## src/rtl/timer16_pkg.sv

```systemverilog
package timer16_pkg;

    localparam int CNT_W   = 16;
    localparam int CTRL_W  = 10;

    // control bit positions inside the mode register
    localparam int ZR_BIT  = 6;
    localparam int EN_BIT  = 7;
    localparam int TIE_BIT = 8;
    localparam int OIE_BIT = 9;
    localparam int FT_BIT  = 10;
    localparam int FO_BIT  = 11;

    typedef logic [CNT_W-1:0] cnt_t;

    typedef enum logic [1:0] {
        SRC_BUS  = 2'd0,
        SRC_DIVA = 2'd1,
        SRC_DIVB = 2'd2,
        SRC_LINE = 2'd3
    } src_e;

    typedef enum logic [1:0] {
        REG_COUNT  = 2'd0,
        REG_MODE   = 2'd1,
        REG_TARGET = 2'd2,
        REG_HOLD   = 2'd3
    } reg_e;

    typedef struct packed {
        cnt_t              count;
        cnt_t              target;
        logic              armed;
        logic              flag_t;
        logic              flag_o;
        logic [CTRL_W-1:0] ctrl;
        logic              irq;
    } core_st_t;

endpackage

```

## src/rtl/timer16_prescaler.sv

```systemverilog
module timer16_prescaler
    import timer16_pkg::*;
#(
    parameter int FAST_LOG = 4,
    parameter int SLOW_LOG = 8
) (
    input  logic       clk,
    input  logic       rst_n,
    input  logic       run,
    input  logic [1:0] src,
    input  logic       restart,
    input  logic       line_pulse,
    output logic       tick
);

    localparam int PRE_W = SLOW_LOG;

    logic [PRE_W-1:0] pre_d, pre_q;
    src_e             src_sel;

    assign src_sel = src_e'(src);

    always_comb begin
        tick  = 1'b0;
        pre_d = pre_q;
        unique case (src_sel)
            SRC_BUS:  tick = run;
            SRC_DIVA: tick = run && (&pre_q[FAST_LOG-1:0]);
            SRC_DIVB: tick = run && (&pre_q);
            SRC_LINE: tick = run && line_pulse;
            default:  tick = 1'b0;
        endcase
        if (restart) begin
            pre_d = '0;
        end else if (run && (src_sel == SRC_DIVA || src_sel == SRC_DIVB)) begin
            pre_d = pre_q + 1'b1;
        end
    end

    always_ff @(posedge clk or negedge rst_n) begin
        if (!rst_n) begin
            pre_q <= '0;
        end else begin
            pre_q <= pre_d;
        end
    end

endmodule

```

## src/rtl/timer16_core.sv

```systemverilog
module timer16_core
    import timer16_pkg::*;
(
    input  logic              clk,
    input  logic              rst_n,
    input  logic              tick,
    input  logic              cnt_wr,
    input  logic              tgt_wr,
    input  logic              mode_wr,
    input  cnt_t              wval,
    input  logic [1:0]        w1c,
    input  logic [CTRL_W-1:0] wctrl,
    output core_st_t          st
);

    core_st_t          s_d, s_q;
    logic [CNT_W:0]    step_sum;
    cnt_t              cnt_v;
    logic              arm_v;
    logic              set_t;
    logic              set_o;

    always_comb begin
        s_d      = s_q;
        s_d.irq  = 1'b0;
        step_sum = {1'b0, s_q.count} + 1'b1;
        cnt_v    = step_sum[CNT_W-1:0];
        arm_v    = s_q.armed;
        set_t    = 1'b0;
        set_o    = 1'b0;

        if (cnt_wr) begin
            s_d.count = wval;
            s_d.armed = !(wval > s_q.target);
        end else if (tgt_wr) begin
            s_d.target = wval;
            s_d.armed  = (wval > s_q.count);
        end else if (tick) begin
            if (step_sum[CNT_W]) begin
                arm_v = 1'b1;
                set_o = s_q.ctrl[OIE_BIT];
            end
            if (arm_v && cnt_v >= s_q.target) begin
                if (s_q.ctrl[TIE_BIT]) begin
                    set_t = 1'b1;
                    if (s_q.ctrl[ZR_BIT]) begin
                        cnt_v = cnt_v - s_q.target;
                    end else begin
                        arm_v = 1'b0;
                    end
                end else begin
                    arm_v = 1'b0;
                end
            end
            s_d.count = cnt_v;
            s_d.armed = arm_v;
        end

        if (mode_wr) begin
            s_d.ctrl   = wctrl;
            s_d.flag_t = s_q.flag_t & ~w1c[0];
            s_d.flag_o = s_q.flag_o & ~w1c[1];
        end
        s_d.flag_t = s_d.flag_t | set_t;
        s_d.flag_o = s_d.flag_o | set_o;
        s_d.irq    = set_t | set_o;
    end

    always_ff @(posedge clk or negedge rst_n) begin
        if (!rst_n) begin
            s_q        <= '0;
            s_q.target <= '1;
            s_q.armed  <= 1'b1;
        end else begin
            s_q <= s_d;
        end
    end

    assign st = s_q;

    // without a step or a count write the count never moves
    assert_no_step_stable_R2: assert property (@(posedge clk) disable iff (!rst_n)
        (!tick && !cnt_wr) |=> $stable(s_q.count));

    // disabled counter holds
    assert_hold_when_off_R3: assert property (@(posedge clk) disable iff (!rst_n)
        (!s_q.ctrl[EN_BIT] && !cnt_wr) |=> (s_q.count == $past(s_q.count)));

    // a new match flag always comes with the interrupt pulse
    assert_tflag_irq_R5: assert property (@(posedge clk) disable iff (!rst_n)
        $rose(s_q.flag_t) |-> s_q.irq);

    // a new wrap flag always comes with the interrupt pulse
    assert_oflag_irq_R7: assert property (@(posedge clk) disable iff (!rst_n)
        $rose(s_q.flag_o) |-> s_q.irq);

    // stepping from all ones lands on zero
    assert_wrap_zero_R7: assert property (@(posedge clk) disable iff (!rst_n)
        (tick && !cnt_wr && !tgt_wr && s_q.count == '1) |=> (s_q.count == '0));

    // count written above target stays disarmed
    assert_cnt_wr_disarm_R8: assert property (@(posedge clk) disable iff (!rst_n)
        (cnt_wr && wval > s_q.target) |=> (!s_q.armed && s_q.count == $past(wval)));

    // target written at or below count stays disarmed
    assert_tgt_wr_disarm_R9: assert property (@(posedge clk) disable iff (!rst_n)
        (tgt_wr && !cnt_wr && wval <= s_q.count) |=> !s_q.armed);

endmodule

```

## src/rtl/timer16_channel.sv

```systemverilog
module timer16_channel
    import timer16_pkg::*;
#(
    parameter int BUS_W    = 32,
    parameter int FAST_LOG = 4,
    parameter int SLOW_LOG = 8
) (
    input  logic             clk,
    input  logic             rst_n,
    input  logic [1:0]       bus_addr,
    input  logic             bus_wr,
    input  logic [BUS_W-1:0] bus_wdata,
    output logic [BUS_W-1:0] bus_rdata,
    input  logic             line_pulse,
    output logic             irq
);

    localparam int PAD_W  = BUS_W - CNT_W;
    localparam int MODE_W = FO_BIT + 1;

    reg_e     sel;
    logic     cnt_wr, tgt_wr, mode_wr, hold_wr;
    logic     tick;
    core_st_t st;
    cnt_t     hold_d, hold_q;
    cnt_t     rd_lo;
    logic     unused_wdata;

    assign sel     = reg_e'(bus_addr);
    assign cnt_wr  = bus_wr && (sel == REG_COUNT);
    assign tgt_wr  = bus_wr && (sel == REG_TARGET);
    assign mode_wr = bus_wr && (sel == REG_MODE);
    assign hold_wr = bus_wr && (sel == REG_HOLD);

    assign unused_wdata = ^bus_wdata[BUS_W-1:CNT_W];

    timer16_prescaler #(
        .FAST_LOG (FAST_LOG),
        .SLOW_LOG (SLOW_LOG)
    ) u_pre (
        .clk        (clk),
        .rst_n      (rst_n),
        .run        (st.ctrl[EN_BIT]),
        .src        (st.ctrl[1:0]),
        .restart    (mode_wr),
        .line_pulse (line_pulse),
        .tick       (tick)
    );

    timer16_core u_core (
        .clk     (clk),
        .rst_n   (rst_n),
        .tick    (tick),
        .cnt_wr  (cnt_wr),
        .tgt_wr  (tgt_wr),
        .mode_wr (mode_wr),
        .wval    (bus_wdata[CNT_W-1:0]),
        .w1c     (bus_wdata[FO_BIT:FT_BIT]),
        .wctrl   (bus_wdata[CTRL_W-1:0]),
        .st      (st)
    );

    always_comb begin
        hold_d = hold_q;
        if (hold_wr) begin
            hold_d = bus_wdata[CNT_W-1:0];
        end
    end

    always_ff @(posedge clk or negedge rst_n) begin
        if (!rst_n) begin
            hold_q <= '0;
        end else begin
            hold_q <= hold_d;
        end
    end

    always_comb begin
        rd_lo = '0;
        unique case (sel)
            REG_COUNT:  rd_lo = st.count;
            REG_MODE:   rd_lo = {{(CNT_W-MODE_W){1'b0}}, st.flag_o, st.flag_t, st.ctrl};
            REG_TARGET: rd_lo = st.target;
            REG_HOLD:   rd_lo = hold_q;
            default:    rd_lo = '0;
        endcase
    end

    assign bus_rdata = {{PAD_W{1'b0}}, rd_lo};
    assign irq       = st.irq;

    // interrupt is quiet in the first cycle after reset release
    assert_irq_reset_R10: assert property (@(posedge clk)
        $rose(rst_n) |-> !irq);

endmodule

```

## config.mk

```make
export PLATFORM = sky130hd
export DESIGN_NAME = timer16_channel
export DESIGN_NICKNAME = d
export VERILOG_FILES = /design/src/rtl/timer16_pkg.sv /design/src/rtl/timer16_prescaler.sv /design/src/rtl/timer16_core.sv /design/src/rtl/timer16_channel.sv
export SDC_FILE = /design/constraint.sdc
export NUM_CORES = 1
export LEC_CHECK = 0
export ABC_AREA = 0
export BUFFER_PORTS_ARGS = -buffer_cell sky130_fd_sc_hd__buf_2
export CORE_ASPECT_RATIO = 0.7
export CORE_MARGIN = 2
export CORE_UTILIZATION = 41
export DETAILED_ROUTE_END_ITERATION = 6
export MAX_ROUTING_LAYER = met4
export PLACE_DENSITY = 0.67
export REMOVE_ABC_BUFFERS = 1
export SLEW_MARGIN = 30
export SYNTH_ARGS = -nofsm -noshare
export SYNTH_HDL_FRONTEND = slang
export SYNTH_SLANG_ARGS = --single-unit
```

## constraint.sdc

```tcl
create_clock -name clk -period 9.9 [get_ports clk]
set_clock_uncertainty 0.2 [all_clocks]
set_input_delay 1.98 -clock clk [delete_from_list [all_inputs] [get_ports clk]]
set_output_delay 1.98 -clock clk [all_outputs]
set_load 0.01 [all_outputs]
```

# Word-level counts from Yosys, hierarchy flattened
# Index checks and enable logic that the tools add are counted.
# word_totals
inputBits	38
out_inout_bits	33
reg_bits	70
# op_classes
n_lt_le_gt_ge	3
addsub	3
n_bitwise	8
reduce_logical	20
eq_ne	7
muxes	30
# ops
operator	n
$mux 16	6
$pmux 16 s4	1
$gt 16x16->1	2
$mux 1	19
$add 16x1->17 const B	1
$ge 16x16->1	1
$mux 8	2
$sub 16x16->16	1
$mux 12	1
$logic_and 1x1->1	9
$add 8x1->8 const B	1
$eq 2x2->1 const B	4
$reduce_and 8->1	1
$eq 2x1->1 const B	2
$logic_not 2->1	2
$pmux 1 s4	1
$reduce_and 2->1	2
$reduce_and 4->1	1
$reduce_bool 2->1	2
$not 1->1	3
$or 1x1->1	3
$reduce_bool 3->1	1
$and 1x1->1	2
$ne 2x2->1 const B	1
2 further kinds	2

# Longest topological paths before layout
# Gate-level depths: netlist of the first run.
# logic_depth
depth_word	12
depth_mapped	14
depth_no_buf	11

# Hierarchy
# Synthesis of the first run repeated with hierarchy kept, for this count alone.
# unflattened
cells_unflattened	572
hier_area_um2	5552.8
# by_module_without_submodules
module	seq_area_each_um2	instances	area_each_um2	cells_per_inst
timer16_core	1172.4	1	3898.7	440
timer16_channel	400.4	1	1184.9	80
timer16_prescaler	200.2	1	469.2	52

# Least setup slack after synthesis of the first run
# No wires, ideal clock.
# synth_path
path_kind	input-to-output
startpoint	input port bus_addr[0]
endpoint	output port bus_rdata[3]
slack_ns	4.591
t_required_ns	7.720
arrival_ns	3.129
stages	3
n_path_buf	2
cell_sequence	clkbuf_1 -> buf_2 -> mux4_1
# synth_via
elab_chain_cells	2
elab_cells_between_ends	5
# synth_rtl
item	line	rtl
start: declaration	timer16_channel.sv:10	input logic [1:0] bus_addr,
$eq 2x2->1, or another cell as far along	timer16_channel.sv:80	unique case (sel)
$pmux 16 s4 *	timer16_channel.sv:80	
end: declaration	timer16_channel.sv:13	output logic [BUS_W-1:0] bus_rdata,
# Every way passes the cells marked *; elsewhere a longest branch is shown, timed or not.

# Worst setup path after layout of the first run
# Ends and elaborated chain as after synthesis.

==> results of run 1 <==
## registers in the layout (all words and copies together), names as in the netlist
name,cells
hold_q,16
u_pre.pre_q,8
u_core.st,46
## worst max-delay path by stage
stage                   endpoint  slack, ns  cells after the start
floorplan           bus_rdata[3]       5.16                      1
global placement    bus_rdata[3]       4.37                      3
detailed placement  bus_rdata[3]       4.34                      3
CTS                 bus_rdata[3]       4.34                      3
global route        bus_rdata[3]       4.27                      3
finish              bus_rdata[3]       4.37                      3
## power by group
group	switching, mW	internal, mW	total (mW)
Clock	0.131	0.246	0.377
Sequential	0.0834	0.365	0.449
Combinational	0.528	0.387	0.915
Total	0.742	0.998	1.74
## kinds of logic after synthesis
kind of cell	Yosys count
compound gates	157
xor+xnor	32
fa+ha+maj	54
buf+inv	83
flops	70
mux	42
other cells	1
simple gates	163
## metal layers
metal	GRT usage	up-vias
met1	0.364	2302
met4	0.0611	0
met3	0.0416	25
li1	-	2196
met5	-	-
met2	0.316	168
## per-stage QoR
step | cell area [um^2] | setup WS, ns | hold slack, ns | power [mW] | std cells
2_1_floorplan | 5380 | 5.16 | 0.243 | 1.10 | 576
3_3_place_gp | 5830 | 4.37 | 0.259 | 1.31 | 802
3_5_place_dp | 5830 | 4.34 | 0.266 | 1.34 | 802
4_1_cts | 6170 | 4.34 | 0.280 | 1.73 | 818
5_1_grt | 6170 | 4.27 | 0.319 | 1.88 | 818
6_report | 6170 | 4.37 | 0.282 | 1.74 | 818
## critical path: cells and delay by family
| family | cells | cell delay [ns] |
|---|---|---|
| buffers and inverters | 2 | 0.72 |
| muxes | 1 | 0.65 |
## cell usage after synthesis, drive strengths merged (2+ instances only)
cell type	instances	share of area
nand2	73	0.049
dfrtp	53	0.24
ha	53	0.12
inv	42	0.028
o21ai	41	0.037
a21oi	40	0.036
nor2	30	0.020
buf	29	0.037
mux2	24	0.049
xnor2	19	0.030
dfstp	17	0.080
nand3	15	0.013
a21o	14	0.019
xor2	13	0.020
clkbuf	12	0.0081
mux4	12	0.049
and3	10	0.012
nand4	8	0.0090
and4	7	0.012
a211oi	6	0.0081
mux2i	6	0.011
o211ai	6	0.011
o22ai	6	0.0067
o31ai	6	0.0081
a22o	5	0.0081
a31oi	5	0.0056
nor3	5	0.0054
a211o	4	0.0065
nor2b	4	0.0045
o21a	4	0.0054
o31a	4	0.0065
or3	4	0.0045
a221oi	3	0.0047
nand2b	3	0.0034
a311oi	2	0.0031
and2	2	0.0022
o21bai	2	0.0027
o221ai	2	0.0054
## cell type report
class / instances / area [um^2]
timing repair buffer: 41 / 219
multi-input combinational: 464 / 3450
clock inverter: 6 / 111
inverter: 42 / 158
sequential: 70 / 1770
fill: 1266 / 7050
clock buffer: 10 / 229
tap: 185 / 231
==> impl_metrics.json, run 1 <==
{
  "vias": 4691,
  "ys_seq_elements": 70,
  "die_area_um2": 14600,
  "core_um2": 13200,
  "synth-edff-count": 0,
  "rsz0062_at_grt": "false",
  "period_needed_ns": 5.53,
  "grt_pass1_vias": 4596,
  "wl_met1_um": 8450,
  "hold_violations": 0,
  "ctsHoldBuffers": 0,
  "cts_buffers": 9,
  "synthAdderAreaFrac": 0.123,
  "syn_area_per_cell_um2": 9.26,
  "hpwl_um": 11600,
  "hold-path-cell-count": 2,
  "synthXorXnorAreaFrac": 0.0503,
  "grtUsageTotal": 0.237,
  "power.density_nw_per_um2": 282,
  "slew_headroom": 0.362,
  "avgViaCountPerCell": 5.73,
  "highest_layer": "met4",
  "grt_max_degree": 71,
  "cts.reportedPaths.clkPinSlew_ns": 0.06,
  "ys.flop_type": "dfrtp_1",
  "final_util": 0.467,
  "drc": 0,
  "path_class": "in2out",
  "synth-async-reset-ratio": 1.00,
  "routed_wl_um": 15900,
  "outcome": "finished clean",
  "critPathLaunchType": "primary input",
  "cts.sinks": 70,
  "grt_overflow": 0,
  "slowest_stage": "mux4_1",
  "antenna_found_initial": 0,
  "dr.first_iter.drc_count": 342,
  "synth_warnings": 0,
  "io_pins": 71,
  "htreeDepth": 3,
  "cts_root_buf": "clkbuf_16",
  "max-vdd-ir-drop_v": 0.000121,
  "r2r_end": "u_core.st[30]",
  "fmax_mhz": 181,
  "min_path_type": "reg2reg",
  "worstPathRequired_ns": 7.72,
  "reg2reg_depth": 11,
  "yosys.cell_types.count": 63,
  "synth_top_family_by_area": "compound AO/OA/AOI/OAI gates",
  "yosysSeqAreaShare": 0.318,
  "crit_fanout": 24,
  "clockBufferDepth": 2,
  "cts_tree": "done",
  "grt_pass1_wl_um": 25300,
  "syn_to_final_growth_pct": 10.8,
  "worst_pin_slew_ns": 0.958,
  "fin_crit_sh": 0.559,
  "gp_congestion": 0.943,
  "crit_top_cell": "buf_2",
  "dr_wl_met2_um": 6260,
  "num_antenna_cells": 0,
  "synth.area.mux_share": 0.109,
  "syn-cell-area_um2": 5570,
  "numPortBuffers": 38,
  "maxCapViolCount": 0,
  "slowest_delay_ns": 0.65,
  "hp-start": "hold_q[0]",
  "rr_startpoint": "u_core.st[30]",
  "startpoint": "bus_addr[0]",
  "start_util": 0.421,
  "postCtsSetupRepairBufs": 0,
  "floorplan.rows": 35,
  "ant_nets": 0,
  "setup_viol": 0,
  "arrival_ns": 3.35,
  "die_w_um": 143,
  "holdPathEnd": "hold_q[0]",
  "cp-end-kind": "output port",
  "crit_chain": "buf_2 > mux4_1 > buf_2",
  "synth-compound-area-share": 0.188,
  "post_synth_inst_count": 602,
  "met3_length_um": 987,
  "die_h_um": 102,
  "nNetsFinal": 720,
  "dr.pass1.iters": 5,
  "routedWlPerCell_um": 19.4,
  "cts_resized": 0,
  "final_common_cell": "nand2_1",
  "worstSkewPairLatency_ns": 0.35,
  "reg2reg_setup_slack_ns": 5.93,
  "synthSimpleGateAreaFrac": 0.138,
  "drv_slew": 0,
  "final_cell_mix": "nand2_1 (73), ha_1 (53), dfrtp_1 (53)",
  "setup-tns-final_ns": 0,
  "layout-drive-gt1-share": 0.199,
  "leakagePower_nw": 2.77
}
Power figures use the tool's default switching activity.
==> run 2: changes to the inputs <==
- ABC_AREA: 0 -> 1
- PLACE_DENSITY: 0.67 -> 0.69
- clock period: 9.9 -> 4.43 ns (I/O delays scaled with it)
==> run 2 against run 1 <==
- area after synthesis grew 1.7%
- design area grew 1.2%
- cell count grew 27%
- die area grew 1.6%
- utilization grew 0.25 points
- clock power grew 78%
- routed wire length shrank 1.8%
- non-clock buffer count grew 2
- critical path type is now reg2reg
==> impl_metrics.json, run 2 <==
{
  "num_antenna_cells": 0,
  "grt_overflow": 0,
  "numPortBuffers": 38,
  "fmax_mhz": 263,
  "worst_pin_slew_ns": 0.956,
  "grtUsageTotal": 0.229,
  "synth-async-reset-ratio": 1.00,
  "core_um2": 13300,
  "cts_root_buf": "clkbuf_16",
  "dr.first_iter.drc_count": 533,
  "rsz0062_at_grt": "false",
  "slew_headroom": 0.362,
  "setup_viol": 0,
  "routedWlPerCell_um": 15.1,
  "final_cell_mix": "nand2_1 (234), inv_1 (100), o21ai_0 (60)",
  "synth_warnings": 0,
  "syn_area_per_cell_um2": 6.99,
  "die_h_um": 102,
  "largest_reg_flops": 46,
  "synth_top_area_cell": "dfrtp_1",
  "syn-cell-area_um2": 5670,
  "drv_slew": 0,
  "cts_resized": 0,
  "nNetsFinal": 937,
  "avgViaCountPerCell": 5.17,
  "post_synth_inst_count": 811,
  "path_class": "reg2reg",
  "ctsHoldBuffers": 0,
  "vias": 5354,
  "io_pins": 71,
  "arrival_ns": 3.88,
  "min_path_type": "reg2reg",
  "grt_pass1_wl_um": 25500,
  "dr.pass1.iters": 5,
  "max-vdd-ir-drop_v": 0.000210,
  "yosysSeqAreaShare": 0.313,
  "setup-tns-final_ns": 0,
  "n_fill_cell": 1339,
  "grt_max_degree": 33,
  "start_util": 0.426,
  "grt_pass1_vias": 4864,
  "outcome": "finished clean",
  "cts.sinks": 70,
  "die_w_um": 145,
  "ys_top_cells_by_count": "nand2_1 (235), inv_1 (100), o21ai_0 (60)",
  "period_needed_ns": 3.80,
  "synth-edff-count": 0,
  "worstSkewPairLatency_ns": 0.34,
  "ys.flop_type": "dfrtp_1",
  "cp-end-kind": "flop",
  "floorplan.rows": 35,
  "yosys.cell_types.count": 46,
  "stdcell_area_um2": 6250,
  "syn_to_final_growth_pct": 10.2,
  "maxCapViolCount": 0,
  "layout-drive-gt1-share": 0.127,
  "hpwl_um": 11900,
  "fin_crit_sh": 0.858,
  "cts.reportedPaths.clkPinSlew_ns": 0.06,
  "leakagePower_nw": 3.29,
  "critPathLaunchType": "flop",
  "antenna_found_initial": 0,
  "postCtsSetupRepairBufs": 0,
  "yosysMostFrequentCell": "nand2_1",
  "hold_violations": 0,
  "place_area_um2": 5980,
  "netlist.area_leader.share": 0.234,
  "routed_wl_um": 15600,
  "ys_seq_elements": 70,
  "final_common_cell": "nand2_1",
  "gp_congestion": 0.925,
  "ant_nets": 0,
  "power.density_nw_per_um2": 564,
  "clockBufferDepth": 2,
  "crit_fanout": 21,
  "htreeDepth": 3,
  "drc": 0,
  "worstPathRequired_ns": 4.51,
  "cts_buffers": 9,
  "cts_tree": "done",
  "yosys-top-cells-area": "dfrtp_1 (23%), nand2_1 (16%), ha_1 (12%)",
  "die_area_um2": 14800
}
[run 2: worst paths after layout]
check	start	endpoint	slack, ns	cells after the start
min reg2reg	hold_q[12]	hold_q[12]	0.29	2
max reg2reg	u_core.st[30]	u_core.st[41]	0.63	15
max in group asynchronous	rst_n	u_core.st[29]	2.81	2
min	hold_q[12]	hold_q[12]	0.29	2
min in group asynchronous	rst_n	u_pre.pre_q[0]	0.39	1
max	u_core.st[30]	u_core.st[41]	0.63	15
[run 2: logic make-up (layout without fill, tap and decap cells)]
kind of cell	after synthesis	count (layout)	synth area share
other	1	16	0.000661
buffers and inverters	152	176	0.115
AOI/OAI and AO/OA	169	169	0.163
xor gates and xnor gates	18	18	0.0278
and+or+nand+nor	345	345	0.256
DFF	70	70	0.313
muxes	2	2	0.00397
adders and majority gates	54	54	0.121
[run 2: per-stage QoR]
stage	total power, mW	worst slack (ns)	cells	util	hold WS (ns)
floorplan	2.34	1.49	791	-	0.253
global placement	2.78	0.693	1019	0.449	0.269
detailed placement	2.81	0.715	1019	0.449	0.274
CTS	3.50	0.686	1035	0.469	0.288
global route	3.86	0.342	1035	0.469	0.315
finish	3.52	0.630	1035	0.469	0.287
[run 2: cell type report]
type,instances,area [um^2],share of cell area
sequential,70,1770,0.284
clock inverter,3,20.0,0.00320
timing repair buffer,43,228,0.0364
multi-input combinational,604,3310,0.529
clock buffer,13,250,0.0400
inverter,117,439,0.0703
tap,185,231,0.0370
[run 2: power breakdown]
group	internal, mW	switching [mW]	total, mW
Sequential	0.815	0.139	0.954
Combinational	0.684	1.21	1.90
Clock	0.394	0.278	0.672
[run 2: critical path: stages (launching register included)]
cell     delay (ns)
dfrtp_1        0.44
nand3_1        0.11
nor2_1         0.18
nand2_1        0.14
nor3_1         0.34
xor2_1         0.24
inv_1          0.07
ha_1           0.36
nand2_1        0.15
nor3_1         0.21
nand2_1        0.07
nand2_1        0.19
nand3_2        0.45
a21oi_1        0.44
o21ai_1        0.10
nand2_1        0.06
[run 2: routing by layer]
layer	part of all wire	vias to the layer above	track usage	routed length [um]
li1	-	2664	-	-
met1	0.51	2487	0.345	7950
met2	0.40	191	0.319	6270
met3	0.076	12	0.0366	1190
met4	0.013	0	0.0523	201
met5	0	-	-	0
